==> config.mk <==
export PLATFORM = sky130hd
export DESIGN_NAME = vls_lane_seq
export DESIGN_NICKNAME = d
export VERILOG_FILES = /design/src/rtl/vls_pkg.sv /design/src/rtl/vls_ctrl.sv /design/src/rtl/vls_stage_pipe.sv /design/src/rtl/vls_cycle_cnt.sv /design/src/rtl/vls_lane_seq.sv
export SDC_FILE = /design/constraint.sdc
export NUM_CORES = 1
export LEC_CHECK = 0
export BUFFER_PORTS_ARGS = -buffer_cell sky130_fd_sc_hd__buf_2
export CORE_MARGIN = 3
export CORE_UTILIZATION = 45
export DETAILED_ROUTE_END_ITERATION = 6
export GPL_ROUTABILITY_DRIVEN = 0
export GPL_TIMING_DRIVEN = 0
export PLACE_DENSITY_LB_ADDON = 0.3
export SLEW_MARGIN = 30
export SYNTH_ARGS = -nofsm -noshare
export SYNTH_HDL_FRONTEND = slang
export SYNTH_SLANG_ARGS = --single-unit
==> constraint.sdc <==
create_clock -name clk -period 4.6 [get_ports clk]
set_input_delay 0.69 -clock clk [delete_from_list [all_inputs] [get_ports clk]]
set_output_delay 0.69 -clock clk [all_outputs]
set_load 0.02 [all_outputs]
==> src/rtl/vls_pkg.sv <==
package vls_pkg;
    typedef enum logic [1:0] {
        ST_IDLE  = 2'd0,
        ST_ISSUE = 2'd1,
        ST_GAP   = 2'd2
    } seq_state_t;
endpackage

==> src/rtl/vls_ctrl.sv <==
module vls_ctrl
    import vls_pkg::*;
#(
    parameter int LANES       = 4,
    parameter int MAX_LEN     = 128,
    parameter int DEAD_CYCLES = 4,
    parameter int LEN_W       = 8,
    parameter int IDX_W       = 7
) (
    input  logic             clk,
    input  logic             rst,
    input  logic             in_valid,
    input  logic [LEN_W-1:0] in_len,
    output logic             in_ready,
    output logic [LANES-1:0] issue_mask,
    output logic [IDX_W-1:0] issue_base,
    output logic             issue_last,
    output logic             busy
);
    localparam int GAP_W = (DEAD_CYCLES > 1) ? $clog2(DEAD_CYCLES) : 1;

    seq_state_t       state_q, state_d;
    logic [LEN_W-1:0] len_q;
    logic [IDX_W-1:0] base_q;
    logic [GAP_W-1:0] gap_q;
    logic             accept;
    logic             grp_last;
    logic             gap_end;

    // element index one past the current group
    assign grp_last = (LEN_W'(base_q) + LEN_W'(LANES)) >= len_q;
    assign gap_end  = (gap_q == '0);
    assign accept   = in_valid && in_ready;

    // state register
    always_ff @(posedge clk) begin
        if (rst) state_q <= ST_IDLE;
        else     state_q <= state_d;
    end

    // next state: accept, last group, chain, drain
    always_comb begin
        state_d = state_q;
        unique case (state_q)
            ST_IDLE:  if (accept)   state_d = ST_ISSUE;
            ST_ISSUE: if (grp_last) state_d = ST_GAP;
            ST_GAP:   if (gap_end)  state_d = accept ? ST_ISSUE : ST_IDLE;
            default:                state_d = ST_IDLE;
        endcase
    end

    // instruction length, group base and gap down-counter
    always_ff @(posedge clk) begin
        if (rst) begin
            len_q  <= '0;
            base_q <= '0;
            gap_q  <= '0;
        end else begin
            if (accept) begin
                len_q  <= in_len;
                base_q <= '0;
            end else if (state_q == ST_ISSUE) begin
                base_q <= base_q + IDX_W'(LANES);
            end
            if (state_q == ST_ISSUE && grp_last) gap_q <= GAP_W'(DEAD_CYCLES - 1);
            else if (state_q == ST_GAP && !gap_end) gap_q <= gap_q - 1'b1;
        end
    end

    // outputs
    always_comb begin
        in_ready   = (state_q == ST_IDLE) || (state_q == ST_GAP && gap_end);
        busy       = (state_q != ST_IDLE);
        issue_base = base_q;
        issue_last = (state_q == ST_ISSUE) && grp_last;
        for (int l = 0; l < LANES; l++) begin
            issue_mask[l] = (state_q == ST_ISSUE) &&
                            ((LEN_W'(base_q) + LEN_W'(l)) < len_q);
        end
    end
endmodule

==> src/rtl/vls_stage_pipe.sv <==
module vls_stage_pipe #(
    parameter int DEPTH = 4,
    parameter int W     = 7
) (
    input  logic         clk,
    input  logic         rst,
    input  logic         in_vld,
    input  logic [W-1:0] in_data,
    output logic         out_vld,
    output logic [W-1:0] out_data
);
    logic         vld_q  [DEPTH];
    logic [W-1:0] data_q [DEPTH];

    for (genvar s = 0; s < DEPTH; s++) begin : g_stage
        if (s == 0) begin : g_head
            always_ff @(posedge clk) begin
                if (rst) begin
                    vld_q[s]  <= 1'b0;
                    data_q[s] <= '0;
                end else begin
                    vld_q[s]  <= in_vld;
                    data_q[s] <= in_data;
                end
            end
        end else begin : g_body
            always_ff @(posedge clk) begin
                if (rst) begin
                    vld_q[s]  <= 1'b0;
                    data_q[s] <= '0;
                end else begin
                    vld_q[s]  <= vld_q[s-1];
                    data_q[s] <= data_q[s-1];
                end
            end
        end
    end

    assign out_vld  = vld_q[DEPTH-1];
    assign out_data = data_q[DEPTH-1];
endmodule

==> src/rtl/vls_cycle_cnt.sv <==
module vls_cycle_cnt #(
    parameter int CNT_W = 32
) (
    input  logic             clk,
    input  logic             rst,
    input  logic             issue_any,
    output logic [CNT_W-1:0] cyc_total,
    output logic [CNT_W-1:0] cyc_issue
);
    always_ff @(posedge clk) begin
        if (rst) begin
            cyc_total <= '0;
            cyc_issue <= '0;
        end else begin
            cyc_total <= cyc_total + 1'b1;
            if (issue_any) cyc_issue <= cyc_issue + 1'b1;
        end
    end
endmodule

==> src/rtl/vls_lane_seq.sv <==
module vls_lane_seq #(
    parameter int LANES       = 4,
    parameter int MAX_LEN     = 128,
    parameter int EXEC_STAGES = 3,
    parameter int DEAD_CYCLES = 4,
    parameter int CNT_W       = 32,
    localparam int LEN_W      = $clog2(MAX_LEN + 1),
    localparam int IDX_W      = $clog2(MAX_LEN)
) (
    input  logic                   clk,
    input  logic                   rst,
    input  logic                   in_valid,
    output logic                   in_ready,
    input  logic [LEN_W-1:0]       in_len,
    output logic [LANES-1:0]       wb_valid,
    output logic [LANES*IDX_W-1:0] wb_idx,
    output logic                   done,
    output logic                   busy,
    output logic [CNT_W-1:0]       cyc_total,
    output logic [CNT_W-1:0]       cyc_issue
);
    // the issue cycle is the read stage; execute plus write stages are registered
    localparam int PIPE_DEPTH = EXEC_STAGES + 1;

    logic [LANES-1:0] issue_mask;
    logic [IDX_W-1:0] issue_base;
    logic             issue_last;
    logic             issue_any;
    logic             last_wb;

    assign issue_any = |issue_mask;

    vls_ctrl #(
        .LANES      (LANES),
        .MAX_LEN    (MAX_LEN),
        .DEAD_CYCLES(DEAD_CYCLES),
        .LEN_W      (LEN_W),
        .IDX_W      (IDX_W)
    ) i_ctrl (
        .clk       (clk),
        .rst       (rst),
        .in_valid  (in_valid),
        .in_len    (in_len),
        .in_ready  (in_ready),
        .issue_mask(issue_mask),
        .issue_base(issue_base),
        .issue_last(issue_last),
        .busy      (busy)
    );

    for (genvar l = 0; l < LANES; l++) begin : g_lane
        if (l == 0) begin : g_lead
            // lane 0 is valid in every group, so it also carries the last flag
            vls_stage_pipe #(.DEPTH(PIPE_DEPTH), .W(IDX_W + 1)) i_pipe (
                .clk     (clk),
                .rst     (rst),
                .in_vld  (issue_mask[l]),
                .in_data ({issue_last, issue_base}),
                .out_vld (wb_valid[l]),
                .out_data({last_wb, wb_idx[l*IDX_W +: IDX_W]})
            );
        end else begin : g_follow
            vls_stage_pipe #(.DEPTH(PIPE_DEPTH), .W(IDX_W)) i_pipe (
                .clk     (clk),
                .rst     (rst),
                .in_vld  (issue_mask[l]),
                .in_data (issue_base + IDX_W'(l)),
                .out_vld (wb_valid[l]),
                .out_data(wb_idx[l*IDX_W +: IDX_W])
            );
        end
    end

    assign done = wb_valid[0] && last_wb;

    vls_cycle_cnt #(.CNT_W(CNT_W)) i_cnt (
        .clk      (clk),
        .rst      (rst),
        .issue_any(issue_any),
        .cyc_total(cyc_total),
        .cyc_issue(cyc_issue)
    );
endmodule

# Yosys cells after proc, flatten, opt, wreduce, memory -nomap -nowiden
# Memories as Yosys holds them, arrays and structs flattened.
# Index checks and enable logic that the tools add are counted.
[totals] regBits=83 mem_bits_rw=132 input_bits=11 n_memories=8
[mem_list] memory="g_lane[0].g_lead.i_pipe.data_q" depth=4 word_bits=8 rd=4 rd_clocked_by_memory_dff=0 wr=4 line_no="vls_stage_pipe.sv:13" rtl="logic [W-1:0] data_q [DEPTH];"
[mem_list] memory="g_lane[1].g_follow.i_pipe.data_q" depth=4 word_bits=7 rd=4 rd_clocked_by_memory_dff=0 wr=4 line_no="vls_stage_pipe.sv:13"
[mem_list] memory="g_lane[2].g_follow.i_pipe.data_q" depth=4 word_bits=7 rd=4 rd_clocked_by_memory_dff=0 wr=4 line_no="vls_stage_pipe.sv:13"
[mem_list] memory="g_lane[3].g_follow.i_pipe.data_q" depth=4 word_bits=7 rd=4 rd_clocked_by_memory_dff=0 wr=4 line_no="vls_stage_pipe.sv:13"
[mem_list] memory="g_lane[0].g_lead.i_pipe.vld_q" depth=4 word_bits=1 rd=4 rd_clocked_by_memory_dff=0 wr=4 line_no="vls_stage_pipe.sv:12" rtl="logic vld_q [DEPTH];"
[mem_list] memory="g_lane[1].g_follow.i_pipe.vld_q" depth=4 word_bits=1 rd=4 rd_clocked_by_memory_dff=0 wr=4 line_no="vls_stage_pipe.sv:12"
[mem_list] memory="+2 memories"
[classes] n_addsub=11 magnitude_cmp=5 n_eq_ne=5 mux=42 n_bitwise=32 n_reduce_logical=18
[op_table] cell="two-way mux 7 bit" n=12
[op_table] cell="adder 32 x 1 -> 32 bit, second input constant" n=2
[op_table] cell="two-way mux 8 bit" n=4
[op_table] cell="OR 1 bit" n=32
[op_table] cell="less-than comparator 8 bit" n=3
[op_table] cell="two-way mux 1 bit" n=20
[op_table] cell="adder 7 x 2 -> 8 bit, second input constant" n=2
[op_table] cell="adder 7 x 2 -> 7 bit, second input constant" n=2
[op_table] cell="two-way mux 2 bit" n=5
[op_table] cell="logical AND 1 bit" n=9
[op_table] cell="adder 7 x 1 -> 8 bit, second input constant" n=1
[op_table] cell="adder 7 x 3 -> 8 bit, second input constant" n=1
[op_table] cell=">= comparator 8 bit" n=1
[op_table] cell="less-than comparator 7 x 8 -> 1 bit" n=1
[op_table] cell="adder 7 x 1 -> 7 bit, second input constant" n=1
[op_table] cell="adder 7 x 3 -> 7 bit, second input constant" n=1
[op_table] cell="inequality test 2 x 1 -> 1 bit, second input constant" n=3
[op_table] cell="one-hot mux 2 bit (3 select lines)" n=1
[op_table] cell="logical NOT 2 bit" n=2
[op_table] cell="nonzero test 2 bit" n=2
[op_table] cell="OR reduction 4 bit" n=1
[op_table] cell="AND reduction 3 bit" n=1
[op_table] cell="== test 2 x 1 -> 1 bit, second input constant" n=1
[op_table] cell="== test 2 bit, second input constant" n=1
[op_table] cell="4 further kinds" n=4

# Depth between registers and ports, before layout
[depth] depth_word=7 mapped_depth=9 depth_no_buf=8

# Modules after synthesis
# From an unflattened synthesis, not the netlist that was laid out.
[unflattened] cells_unflattened=817 area_unflattened_um2=8082.8
[modules_own_cells] mod="vls_cycle_cnt" instances=1 cells_per_inst=351 area_per_inst_um2=2991.6 seq_area_each_um2=1281.2
[modules_own_cells] mod="vls_stage_pipe at g_lane[1].g_follow.i_pipe ..." instances=3 cells_per_inst=67 area_per_inst_um2=863.3 seq_area_each_um2=640.6
[modules_own_cells] mod="vls_ctrl" instances=1 cells_per_inst=150 area_per_inst_um2=1224.9 seq_area_each_um2=340.3
[modules_own_cells] mod="vls_stage_pipe at g_lane[0].g_lead.i_pipe" instances=1 cells_per_inst=75 area_per_inst_um2=994.7 seq_area_each_um2=720.7
[modules_own_cells] mod="vls_lane_seq" instances=1 cells_per_inst=40 area_per_inst_um2=281.5 seq_area_each_um2=0.0

# Worst setup path before layout
# No wires, ideal clock.
[synth_path] kind="register -> register" start="register i_ctrl.base_q[2], in the netlist i_ctrl.issue_base[2]" end="register i_cnt.cyc_issue[8]" setup_time_ns=0.128 arrival_ns=2.427 required_ns=4.472 path_slack_ns=2.046 path_stages_with_launch=10 n_path_buf=2 period_less_slack_ns=2.554 cell_sequence="dfxtp_1 -> inv_1 -> ha_1 -> or4b_1 -> a221oi_2 -> clkbuf_1 -> clkbuf_1 -> nor4_1 -> xnor2_1 -> nor2_1"
[synth_between] elab_chain_len=4 word_cells_on_any_way=12 classes_between="add/sub (3); order compare (4); reduce/logical (5)"
[synth_lines] item="start: declaration" line_no="vls_ctrl.sv:24" rtl="logic [IDX_W-1:0] base_q;"
[synth_lines] item="start signal: assignment" line_no="vls_ctrl.sv:63" rtl="base_q <= base_q + IDX_W'(LANES);"
[synth_lines] item="adder 7 x 1 -> 8 bit or adder 7 x 2 -> 8 bit (tied branches)" line_no="vls_ctrl.sv:78" rtl="((LEN_W'(base_q) + LEN_W'(l)) < len_q);"
[synth_lines] item="less-than comparator 8 bit" line_no="vls_ctrl.sv:78"
[synth_lines] item="logical AND 1 bit" line_no="vls_ctrl.sv:77" rtl="issue_mask[l] = (state_q == ST_ISSUE) &&"
[synth_lines] item="OR reduction 4 bit *" line_no="vls_lane_seq.sv:31" rtl="assign issue_any = |issue_mask;"
[synth_lines] item="end signal: assignment" line_no="vls_cycle_cnt.sv:16" rtl="if (issue_any) cyc_issue <= cyc_issue + 1'b1;"
[synth_lines] item="end: declaration" line_no="vls_cycle_cnt.sv:8" rtl="output logic [CNT_W-1:0] cyc_issue"
# Every way passes the cells marked *; elsewhere a longest branch is shown, timed or not.
# A chain may end at the register's enable or synchronous reset.

# Worst setup path after layout
# Ends and elaborated chain as after synthesis.

==> results.py <==
metrics = {
    "run_status": {
        "status": "finished clean",
    },
    "clock_network": {
        "hold_buffers": 0,
        "max-clock-path-buffers": 2,
        "post_cts_buffers": 0,
        "cts_sinks": 125,
        "ctsResizeCount": 0,
        "root_buffer": "clkbuf_16",
        "tritoncts": "built",
        "numCtsBuffers": 17,
        "htree_levels": 4,
        "clk_latency_ns": 0.41,
        "path_clk_slew_ns": 0.05,
    },
    "sta": {
        "setup_viol": 0,
        "slew_violations": 0,
        "slew-limit-headroom_pct": 36.8,
        "setup_tns_ns": 0,
        "skew_ns": 0.00540,
        "finalHoldViolCount": 0,
        "rsz0062_at_grt": "no",
        "finalWorstSetupSlack_ns": 1.54,
        "tightest_slew_ns": 0.936,
        "fmax_ghz": 0.327,
        "fin_crit_ns": 3.06,
        "period_share_pct": 66.4,
    },
    "power": {
        "ir_worst_vdd_mv": 0.245,
        "intPower_uw": 2220,
        "p_leak_uw": 0.00290,
        "total_power_uw": 2810,
        "p_per_area_nw_per_um2": 410,
        "clock_power_share_pct": 54.0,
        "swShare_pct": 20.9,
        "power_frac_comb_pct": 6.0,
        "seq_power_share_pct": 40.0,
        "p_sw_uw": 588,
    },
    "synthesis": {
        "synthMuxAreaShare_pct": 2.20,
        "async_reset_ff_share_pct": 0,
        "synth_edf_count": 0,
        "ys_types": 43,
        "synth_fa_ha_area_share_pct": 3.67,
        "synth_area_leader_cell": "dfxtp_1",
        "yosysSeqAreaShare_pct": 45.8,
        "synth_xor_area_share_pct": 8.18,
        "syn_avg_cell_area_sq_um": 9.06,
        "ys_ff_latch": 125,
        "synthCells": 603,
        "yosysTopAreaCellShare_pct": 45.8,
        "yosys.area_share.simple_pct": 27.0,
        "synth_compound_area_share_pct": 5.32,
        "syn-cell-area_sq_um": 5460,
        "yosysWarnings": 0,
        "synth_ff_type": "dfxtp_1",
        "synth_top_family_by_area": "simple AND/OR/NAND/NOR gates",
        "yosys-top-cells-area": "dfxtp_1 46%, xnor2_1 5.8%, nor2_1 4.6%",
    },
    "detailed_routing": {
        "initialDrtViolationCount": 292,
        "wl_microns": 12200,
        "vias": 4551,
        "dr.pass1.iters": 5,
        "ant_nets": 0,
        "drc": 0,
        "wl_per_cell_microns": 13.8,
        "vias_per_cell": 5.14,
    },
    "finish": {
        "instances_no_fill": 885,
        "nets": 757,
        "syn2layout_area_growth_pct": 25.6,
        "fin_area_sq_um": 6860,
        "insertedDiodeCount": 0,
        "layout-drive-gt1-share_pct": 24.3,
    },
    "flow_run": {
        "drv_cap": 0,
    },
    "setup_path": {
        "worstSetupStartpoint": "i_ctrl.issue_base[2]$_SDFFE_PP0P_",
        "reg2reg_to": "i_cnt.cyc_issue[8]$_SDFFE_PP0P_",
        "crit_path_end_kind": "register",
        "r2r-start": "i_ctrl.issue_base[2]$_SDFFE_PP0P_",
        "critPathCapture": "i_cnt.cyc_issue[8]$_SDFFE_PP0P_",
        "worst_ep_required_time_ns": 4.88,
        "worstPathArrival_ns": 3.33,
        "rr_worst_depth": 9,
        "cp-start-kind": "register",
        "crit_type": "register to register",
        "crit_fanout": 10,
        "r2r_slack_ns": 1.54,
    },
    "floorplan": {
        "die_w_microns": 116,
        "rows": 39,
        "initial_core_util_pct": 46.8,
        "core_sq_um": 11700,
        "die_h_microns": 116,
        "dieArea_sq_um": 13500,
        "io_pins": 110,
    },
    "global_route": {
        "grt_max_degree": 17,
        "antenna_found_initial": 0,
        "grt_pass1_vias": 4197,
        "grt_pass1_wl_microns": 19800,
        "grt_overflow": 0,
        "grt_use_total_pct": 18.8,
    },
    "worst_hold_path": {
        "min_path_type": "register to register",
    },
    "place": {
        "port_buffers": 105,
        "pre_cts_slack_ns": 1.59,
        "dp.cells": 854,
        "dpl_cell_area_sq_um": 6180,
        "dp_hpwl_microns": 8830,
    },
}
-- metrics by stage --
stage | utilization [%] | hold slack (ns)
finish | 58.8 | 0.430
global route | 58.8 | 0.450
CTS | 58.8 | 0.435
detailed placement | 53.0 | 0.423
global placement | 53.0 | 0.416
floorplan | - | 0.414
-- logic make-up after synthesis --
| family | after synthesis |
|---|---|
| simple gates | 267 |
| flops | 125 |
| buf+inv | 81 |
| xor+xnor | 51 |
| compound gates | 50 |
| fa+ha+maj | 16 |
| mux | 12 |
| other cells | 1 |
-- worst min path at each step --
stage                                                                  from                                                 to  slack (ns)  cells after the start
after CTS                 g_lane[3].g_follow.i_pipe.data_q[2][2]$_SDFF_PP0_  g_lane[3].g_follow.i_pipe.data_q[3][2]$_SDFF_PP0_        0.43                      1
final                     g_lane[3].g_follow.i_pipe.data_q[2][2]$_SDFF_PP0_  g_lane[3].g_follow.i_pipe.data_q[3][2]$_SDFF_PP0_        0.43                      1
after global placement    g_lane[3].g_follow.i_pipe.data_q[1][2]$_SDFF_PP0_  g_lane[3].g_follow.i_pipe.data_q[2][2]$_SDFF_PP0_        0.42                      1
after floorplan             g_lane[0].g_lead.i_pipe.data_q[0][6]$_SDFF_PP0_    g_lane[0].g_lead.i_pipe.data_q[1][6]$_SDFF_PP0_        0.41                      1
after detailed placement  g_lane[3].g_follow.i_pipe.data_q[2][3]$_SDFF_PP0_  g_lane[3].g_follow.i_pipe.data_q[3][3]$_SDFF_PP0_        0.42                      1
after global routing       g_lane[1].g_follow.i_pipe.vld_q[0][0]$_SDFF_PP0_   g_lane[1].g_follow.i_pipe.vld_q[0][1]$_SDFF_PP0_        0.45                      1
-- synthesized netlist by cell type, drive strengths merged, types with 2 or more instances --
| cell | count |
|---|---|
| or4 | 8 |
| a21oi | 21 |
| nor4 | 20 |
| nor2 | 67 |
| nand4 | 16 |
| nand2 | 25 |
| buf | 35 |
| dfxtp | 125 |
| nand4b | 4 |
| nor2b | 40 |
| mux2i | 12 |
| o311ai | 2 |
| or3 | 14 |
| inv | 24 |
| ha | 16 |
| nor4b | 3 |
| or2 | 5 |
| and3 | 5 |
| nand3 | 28 |
| xor2 | 15 |
| nor3b | 3 |
| xnor2 | 36 |
| and4 | 8 |
| nand2b | 2 |
| clkbuf | 22 |
| o31ai | 3 |
| nor3 | 13 |
| and2 | 5 |
| o21ai | 18 |
-- sequential cells by signal, indices dropped and copies added, names as in the netlist, 4 cells and up --
| name | cells |
|---|---|
| i_cnt.cyc_issue | 32 |
| g_lane.g_follow.i_pipe.vld_q | 12 |
| i_ctrl.issue_base | 5 |
| i_ctrl.len_q | 8 |
| g_lane.g_follow.i_pipe.data_q | 20 |
| g_lane.g_lead.i_pipe.data_q | 8 |
| i_cnt.cyc_total | 32 |
| g_lane.g_lead.i_pipe.vld_q | 4 |
-- placed cells by master (no fill, tap or decap), types with 6 or more instances in the layout --
cell type	n
o21ai_0	18
bufinv_16	6
nor2_1	67
inv_1	24
nor3_1	12
clkbuf_1	22
nor2b_1	40
nor4_1	20
clkbuf_16	17
nand4_1	15
ha_1	16
or4_1	7
or3_1	14
a21oi_1	21
buf_2	106
mux2i_1	12
buf_4	32
nand3_1	27
xnor2_1	36
dfxtp_1	125
nand2_1	25
xor2_1	15
and4_1	8
-- power by group through the flow --
stage | sequential, uW | clock [uW] | combinational, uW
after floorplan | 1150 | 0 | 116
after global placement | 1150 | 0 | 162
after detailed placement | 1150 | 0 | 167
after CTS | 1120 | 1540 | 169
after global routing | 1130 | 1600 | 186
final | 1120 | 1520 | 169
-- per-layer routing --
layer | track usage [%] | up-vias | part of all wire [%]
met2 | 30.4 | 171 | 47
met1 | 22.9 | 2069 | 45
met4 | 8.04 | 0 | 1.7
met3 | 6.22 | 20 | 7.0
met5 | 0 | - | 0
li1 | - | 2291 | -
-- critical path, cell delays in order (launching register included) --
cell	delay [ns]
dfxtp_1	0.43
inv_1	0.12
ha_1	0.33
or4b_1	0.53
a221oi_2	0.32
clkbuf_1	0.40
clkbuf_1	0.40
nor4_1	0.15
xnor2_1	0.19
nor2_1	0.05
-- area by class of cell --
type,count,area (sq um)
inverter,24,90.1
tap,143,179
clock buffer,20,467
clock inverter,11,213
fill,1013,4800
sequential,125,2500
buffer,57,335
timing repair buffer,105,526
multi-input combinational,400,2550
Power figures use the tool's default switching activity.
